$ cat src/rtl/rxto_pkg.sv
package rxto_pkg;

    // Widths and constants of the timeout encoding.
    localparam int TO_IN_W      = 16;   // request width, microseconds
    localparam int TO_LEN_W     = 7;    // length field width
    localparam int TO_MUL_W     = 2;    // multiplier code width
    localparam int TO_BANDS     = 1 << TO_MUL_W;
    localparam int TO_BASE_SH   = 3;    // finest tick is 1 << 3 us
    localparam int TO_BAND_US   = 1016; // upper edge of the finest band
    localparam int TO_DEF_LEN   = 69;   // length used for a zero request
    localparam int TO_MAX_LEN   = (1 << TO_LEN_W) - 1;
    localparam int TO_PREV_W    = TO_LEN_W + TO_BASE_SH + TO_BANDS - 1;

    typedef enum logic [TO_MUL_W-1:0] {
        BAND_FINE = 2'd0,
        BAND_MID  = 2'd1,
        BAND_WIDE = 2'd2,
        BAND_MAX  = 2'd3
    } band_e;

    typedef struct packed {
        logic [TO_LEN_W-1:0] len;
        band_e               mul;
    } to_cfg_t;

    function automatic to_cfg_t default_cfg();
        to_cfg_t c;
        c.len = TO_LEN_W'(TO_DEF_LEN);
        c.mul = BAND_FINE;
        return c;
    endfunction

endpackage

$ cat src/rtl/rxto_band_select.sv
module rxto_band_select
    import rxto_pkg::*;
#(
    parameter int IN_W    = TO_IN_W,
    parameter int BAND_US = TO_BAND_US
) (
    input  logic [IN_W-1:0] req_us,
    output band_e           band
);
    // Thermometer of "above this band's upper edge"; edges double per band.
    localparam int EDGES = TO_BANDS - 1;

    logic [EDGES-1:0] above;

    for (genvar k = 0; k < EDGES; k++) begin : g_edge
        localparam logic [IN_W:0] EDGE_US = (IN_W+1)'(BAND_US << k);
        assign above[k] = ({1'b0, req_us} > EDGE_US);
    end

    always_comb begin
        logic [TO_MUL_W-1:0] idx;
        idx = '0;
        for (int k = 0; k < EDGES; k++) begin
            idx = idx + TO_MUL_W'(above[k]);
        end
        band = band_e'(idx);
    end
endmodule

$ cat src/rtl/rxto_len_calc.sv
module rxto_len_calc
    import rxto_pkg::*;
#(
    parameter int IN_W    = TO_IN_W,
    parameter int DEF_LEN = TO_DEF_LEN
) (
    input  logic [IN_W-1:0] req_us,
    input  band_e           band,
    output to_cfg_t         cfg
);
    localparam logic [IN_W:0] MAX_WIDE = (IN_W+1)'(TO_MAX_LEN);

    // One rounded-up quotient per band; the divisor is a power of two.
    logic [IN_W:0] quot [TO_BANDS];

    for (genvar b = 0; b < TO_BANDS; b++) begin : g_band
        localparam int            SH  = TO_BASE_SH + b;
        localparam logic [IN_W:0] RND = (IN_W+1)'((1 << SH) - 1);
        logic [IN_W:0] biased;
        assign biased  = {1'b0, req_us} + RND;
        assign quot[b] = biased >> SH;
    end

    always_comb begin
        logic [IN_W:0] q;
        q = quot[band];
        if (req_us == '0) begin
            cfg.len = TO_LEN_W'(DEF_LEN);
            cfg.mul = BAND_FINE;
        end else begin
            cfg.mul = band;
            if (q > MAX_WIDE) begin
                cfg.len = TO_LEN_W'(TO_MAX_LEN);
            end else begin
                cfg.len = q[TO_LEN_W-1:0];
            end
        end
    end
endmodule

$ cat src/rtl/rxto_prev_decode.sv
module rxto_prev_decode
    import rxto_pkg::*;
#(
    parameter int PREV_W = TO_PREV_W
) (
    input  to_cfg_t           cfg,
    output logic [PREV_W-1:0] span_us
);
    // Microseconds = length * (1 << (base shift + code)).
    always_comb begin
        span_us = PREV_W'(cfg.len) << (TO_BASE_SH + int'(cfg.mul));
    end
endmodule

$ cat src/rtl/rxto_encoder.sv
module rxto_encoder
    import rxto_pkg::*;
#(
    parameter int IN_W    = TO_IN_W,
    parameter int BAND_US = TO_BAND_US,
    parameter int DEF_LEN = TO_DEF_LEN,
    parameter int PREV_W  = TO_PREV_W
) (
    input  logic                clk,
    input  logic                rst,
    input  logic                req_valid,
    input  logic [IN_W-1:0]     req_us,
    output logic [TO_LEN_W-1:0] cfg_len,
    output logic [TO_MUL_W-1:0] cfg_mul,
    output logic [PREV_W-1:0]   prev_us,
    output logic                done
);
    band_e             band;
    to_cfg_t           cfg_next;
    to_cfg_t           cfg_q;
    logic [PREV_W-1:0] held_us;
    logic [PREV_W-1:0] prev_q;
    logic              done_q;

    rxto_band_select #(
        .IN_W    (IN_W),
        .BAND_US (BAND_US)
    ) u_band (
        .req_us (req_us),
        .band   (band)
    );

    rxto_len_calc #(
        .IN_W    (IN_W),
        .DEF_LEN (DEF_LEN)
    ) u_len (
        .req_us (req_us),
        .band   (band),
        .cfg    (cfg_next)
    );

    rxto_prev_decode #(
        .PREV_W (PREV_W)
    ) u_prev (
        .cfg     (cfg_q),
        .span_us (held_us)
    );

    always_ff @(posedge clk) begin
        if (rst) begin
            cfg_q.len <= TO_LEN_W'(DEF_LEN);
            cfg_q.mul <= BAND_FINE;
            prev_q    <= '0;
            done_q    <= 1'b0;
        end else begin
            done_q <= req_valid;
            if (req_valid) begin
                cfg_q  <= cfg_next;
                prev_q <= held_us;
            end
        end
    end

    assign cfg_len = cfg_q.len;
    assign cfg_mul = cfg_q.mul;
    assign prev_us = prev_q;
    assign done    = done_q;
endmodule

$ cat config.mk
export PLATFORM = sky130hd
export DESIGN_NAME = rxto_encoder
export DESIGN_NICKNAME = d
export VERILOG_FILES = /design/src/rtl/rxto_pkg.sv /design/src/rtl/rxto_band_select.sv /design/src/rtl/rxto_len_calc.sv /design/src/rtl/rxto_prev_decode.sv /design/src/rtl/rxto_encoder.sv
export SDC_FILE = /design/constraint.sdc
export NUM_CORES = 1
export LEC_CHECK = 0
export BUFFER_PORTS_ARGS = -buffer_cell sky130_fd_sc_hd__clkbuf_2
export CORE_MARGIN = 2
export CORE_UTILIZATION = 45
export DETAILED_ROUTE_END_ITERATION = 16
export HOLD_SLACK_MARGIN = 0.08
export MAX_ROUTING_LAYER = met4
export PLACE_DENSITY = 0.67
export SYNTH_ARGS = -nofsm -noshare
export SYNTH_HDL_FRONTEND = slang
export SYNTH_SLANG_ARGS = --single-unit
export TNS_END_PERCENT = 5
$ cat constraint.sdc
create_clock -name clk -period 5.05 [get_ports clk]
set_input_delay 1.01 -clock clk [delete_from_list [all_inputs] [get_ports clk]]
set_output_delay 1.01 -clock clk [all_outputs]
set_load 0.005 [all_outputs]
After elaboration in Yosys (flattened, before gate mapping)
Cells that the tools add are included.
- $add $sub $neg: 7
- order comparisons: 5
- shifts and indexed selects: 1
- muxes and demuxes: 5
- bitwise operators: 1
- reductions and logical operators: 1
- operator list (cell ; count):
    $bmux 17 s2 ; 1
    $mux 17 ; 2
    $shl 7x32->13 ; 1
    $add 16x3->17 const B ; 1
    $add 16x4->17 const B ; 1
    $add 16x5->17 const B ; 1
    $add 16x6->17 const B ; 1
    $gt 17x7->1 const B ; 1
    $gt 16x10->1 const B ; 1
    $gt 16x11->1 const B ; 1
    $gt 16x12->1 const B ; 1
    $logic_not 16->1 ; 1
    $mux 9 ; 1
    $mux 7 ; 1
    $add 2x2->3 const A ; 1
    $ge 3x3->1 const B ; 1
    $not 2->3 ; 1
    $add 1x1->2 ; 1
    $add 2x1->2 ; 1
- register bits after elaboration: 23
- bits of input ports: 19
- output and inout port bits: 23
- word-level logic and storage cells: 24

Depth between registers and ports, before layout
- depth in word-level cells: 10
- mapped depth: 14
- mapped depth without buffers: 11

Hierarchy
A second synthesis with hierarchy kept.
- cell total of the unflattened synthesis: 375
- area, all modules: 2825.2 um^2
- modules (own cells, without submodules) (module ; times used ; cells an instance ; area each (um^2) ; sequential area each (um^2)):
    rxto_len_calc ; 1 ; 242 ; 1534.0 ; 0.0
    rxto_encoder ; 1 ; 73 ; 833.3 ; 460.4
    rxto_prev_decode ; 1 ; 47 ; 351.6 ; 0.0
    rxto_band_select ; 1 ; 13 ; 106.4 ; 0.0

Worst setup path after synthesis
No wires, ideal clock.
- kind: input to register
- start: in req_us[12]
- end: reg cfg_q, in the netlist cfg_len[2]
- setup time: 0.074 ns
- arrival: 4.056 ns
- data required time: 4.976 ns
- slack: 0.920 ns
- cell stages on the path: 12
- buffers on the path: 4
- cell sequence: buf_2 > or2_2 > or3_1 > or3_1 > fa_1 > clkbuf_1 > clkbuf_1 > clkbuf_1 > nand4b_1 > a32oi_1 > o21ai_0 > a31oi_1
- word-level cells in the longest chain between the ends: 10
- elaborated cells between the ends (all ways): 17
- classes of those cells: add/sub (6); order compare (4); mux (5); bitwise (1); reduce/logical (1)
- RTL lines (element ; line ; text):
    from (decl) ; rxto_encoder.sv:12 ; input logic [IN_W-1:0] req_us,
    $gt 16x10->1 or $gt 16x11->1 (tied branches) ; rxto_band_select.sv:17 ; assign above[k] = ({1'b0, req_us} > EDGE_US);
    $add 1x1->2 ; rxto_band_select.sv:24 ; idx = idx + TO_MUL_W'(above[k]);
    $add 2x1->2 ; rxto_band_select.sv:24 ;
    $not 2->3 (implied by the code) ; rxto_len_calc.sv:26 ; q = quot[band];
    $bmux 17 s2 ; rxto_len_calc.sv:26 ;
    $mux 17 (implied by the code) (2 in series) ; rxto_len_calc.sv:26 ;
    $gt 17x7->1 ; rxto_len_calc.sv:32 ; if (q > MAX_WIDE) begin
    $mux 7 ; rxto_len_calc.sv:32 ;
    $mux 9 * ; rxto_len_calc.sv:27 ; if (req_us == '0) begin
    to (signal assigned) ; rxto_encoder.sv:58 ; cfg_q <= cfg_next;
    to (decl) ; rxto_encoder.sv:20 ; to_cfg_t cfg_q;
Every way passes the cells marked *; elsewhere a longest branch is shown, timed or not. The select of a mux whose other input is x is not followed.
A chain may end at the register's enable or synchronous reset.

Worst setup path after layout
Same ends and word-level chain as after synthesis.

==> results_dict.tcl <==
set metrics [dict create \
    cp.required_ns 5.19 \
    row_count 25 \
    timing.setup.tns_ns 0 \
    rsz0062_at_grt "false" \
    cts-root-buf "clkbuf_8" \
    antenna_found_initial 0 \
    io_pins 42 \
    period_share_pct 80.7 \
    p_sw_uw 170 \
    yosys.area_share.simple_pct 29.2 \
    tritoncts "built" \
    syn_inst 317 \
    routabilityCongestion 0.960 \
    clk_pin_slew_ns 0.08 \
    synthMuxAreaShare_pct 6.16 \
    relSlewSlack_pct 50.5 \
    grt_use_total_pct 22.6 \
    p_sw_share_pct 34.8 \
    num_vias 2452 \
    comb_power_share_pct 34.1 \
    post-cts-setup-buffers 0 \
    yosys.area.top_type_share_pct 20.1 \
    drtIter0Drc 145 \
    fin_util_pct 51.7 \
    finalPower_uw 489 \
    period_minus_slack_ns 4.08 \
    synth_fp_nets 338 \
    p_seq_share_pct 42.3 \
    leakagePower_uw 0.000917 \
    synth_flop_cell "dfxtp_1" \
    cts-htree-levels 1 \
    die_x_um 75.4 \
    drive_above_1_share_pct 18.9 \
    power.share.clock_pct 23.6 \
    synth_fa_ha_area_share_pct 1.42 \
    vias_per_cell 6.13 \
    synth-seq-area-share_pct 20.1 \
    synth_top_family_by_area "simple AND/OR/NAND/NOR gates" \
    grt_pass1_vias 2033 \
    irDropWorstVdd_uv 88.7 \
    synthToLayoutAreaGrowth_pct 8.62 \
    setup_viol 0 \
    initial_core_util_pct 47.6 \
    yosys.cell_types.count 65 \
    fin_nets 355 \
    core-area_um2 4820 \
    drc_errors 0 \
    synth_xor_area_share_pct 6.49 \
    clock_latency_ns 0.27 \
    worstPathArrival_ns 4.21 \
    start_kind "input pin" \
    synth_top_area_cell "dfxtp_1" \
    p_int_uw 319 \
    synth_area_leaders "dfxtp_1 20%, nor2_1 5.9%, xnor2_1 5.7%, nand2_1 4.6%, a21oi_1 4.1%" \
    worst-path-max-fanout 44 \
    criticalPathCategory "in -> reg" \
    outcome "complete, no violations" \
    synth_area_per_cell_um2 7.24 \
    firstDrtPassIters 5 \
    drt-wirelength-per-cell_um 15.0 \
    cts_max_path_buffers 2 \
    tightest_slew_ns 0.738 \
    yosys_warnings 0 \
    cts.sinks 23 \
    die_area_um2 5690 \
    drt-total-wl_um 6010 \
    highest_layer "met4" \
    whs_ns 0.463 \
    die_y_um 75.4 \
    grt_start_max_net_pins 45 \
    synth_area_um2 2290 \
    ant_nets 0 \
    hold_viol 0 \
    hpwlAfterDp_um 4470 \
    numCtsBuffers 3 \
    skew_ns 0.00518 \
    wl_met1_um 2710 \
    yosys_register_bits 23 \
    wl_met3_um 377 \
    grt_overflow_total 0 \
    maxCapViolCount 0 \
    synth-async-reset-ratio_pct 0 \
    cts_hold_buf 0 \
    dr_wl_met2_um 2850 \
    finalMaxSlewViolations 0 \
    max_freq_mhz 245 \
    synth_edf_count 0 \
    portBuffers 41 \
    end_kind "register" \
    antennaDiodeCount 0 \
    cts.repair.resized 0 \
    grt_pass1_wl_um 9870 \
    power_density_nw_per_um2 196 \
    hold_class "reg -> reg" \
    synth_compound_area_share_pct 28.4 \
    fillers 505 \
]
==> cell usage after synthesis (all sizes together), types with 4 or more instances <==
library cell / instances
nor2: 37
nand2: 29
dfxtp: 23
clkbuf: 21
a21oi: 19
nor3: 15
xnor2: 15
buf: 12
nand3: 12
o21ai: 12
a211oi: 10
a31oi: 8
a22oi: 7
mux2i: 7
nand4: 7
nor2b: 6
o211ai: 6
and3: 5
inv: 5
nand2b: 5
nor4: 4
o22ai: 4
or3: 4
==> path summary, 6_finish.rpt <==
check                          start  cells after the start                 endpoint  slack (ns)
min          prev_us[3]$_SDFFE_PP0P_                      2  prev_us[3]$_SDFFE_PP0P_        0.46
max                       req_us[12]                     12  cfg_len[2]$_SDFFE_PP1P_        0.97
min reg2reg  prev_us[3]$_SDFFE_PP0P_                      2  prev_us[3]$_SDFFE_PP0P_        0.46
max reg2reg  cfg_mul[0]$_SDFFE_PP0P_                      7  prev_us[6]$_SDFFE_PP0P_        2.47
==> cells by family after synthesis <==
kind of cell,after synthesis
xor gates and xnor gates,17
muxes,11
and+or+nand+nor,132
buffers and inverters,39
AOI/OAI and AO/OA,93
adders and majority gates,2
DFF,23
==> state kept, by name (all words and copies together) (netlist names) <==
signal,cells
cfg_mul,2
prev_us,13
done,1
cfg_len,7
==> through the flow <==
stage	instances	worst slack [ns]	instance area (um2)
2_1_floorplan	317	0.920	2290
3_3_place_gp	396	0.811	2450
3_5_place_dp	396	0.732	2450
4_1_cts	400	1.01	2490
5_1_grt	400	0.763	2490
6_report	400	0.975	2490
==> routing by layer <==
metal / GRT usage, % / vias to the layer above
li1: - / 1218
met3: 1.06 / 6
met5: - / -
met4: 6.43 / 0
met2: 36.6 / 99
met1: 30.6 / 1129
==> worst max-delay path, cell delays in order <==
cell	delay (ns)
clkbuf_2	0.16
or2_2	0.33
or3_1	0.36
or3_1	0.38
fa_1	0.61
buf_4	0.39
nand2b_1	0.16
a21oi_1	0.04
nor4b_1	0.41
a32oi_1	0.15
o21ai_0	0.10
a31oi_1	0.09
==> power groups by stage <==
stage / Combinational (uW) / Sequential [uW] / Clock (uW)
after detailed placement: 166 / 211 / 0
after CTS: 166 / 207 / 116
after floorplan: 127 / 208 / 0
final: 167 / 207 / 115
after global placement: 165 / 211 / 0
after global routing: 187 / 209 / 122
==> final cells by class <==
type | count | area (um2) | area share [%]
timing repair buffer | 45 | 235 | 9.44
clock inverter | 1 | 5.00 | 0.201
sequential | 23 | 460 | 18.5
clock buffer | 3 | 41.3 | 1.66
multi-input combinational | 255 | 1640 | 66.0
tap | 67 | 83.8 | 3.36
inverter | 6 | 22.5 | 0.904
==> layout by cell type (no fill, tap or decap), types with 3 or more instances in the layout <==
cell type	n
buf_4	4
o22ai_1	4
o21ai_0	10
a31oi_1	8
nand3_1	12
dfxtp_1	23
nor4_1	3
a21oi_1	19
nor3_1	14
a22oi_1	6
a32oi_1	3
nor2_1	36
mux2i_1	7
nand2b_1	5
nor2b_1	6
or3_1	4
nand2_1	28
xnor2_1	15
a211oi_1	10
clkbuf_2	41
clkbuf_8	3
and3_1	5
o211ai_1	6
inv_1	5
o311ai_0	3
nand4_1	7
Power figures use the tool's default switching activity.
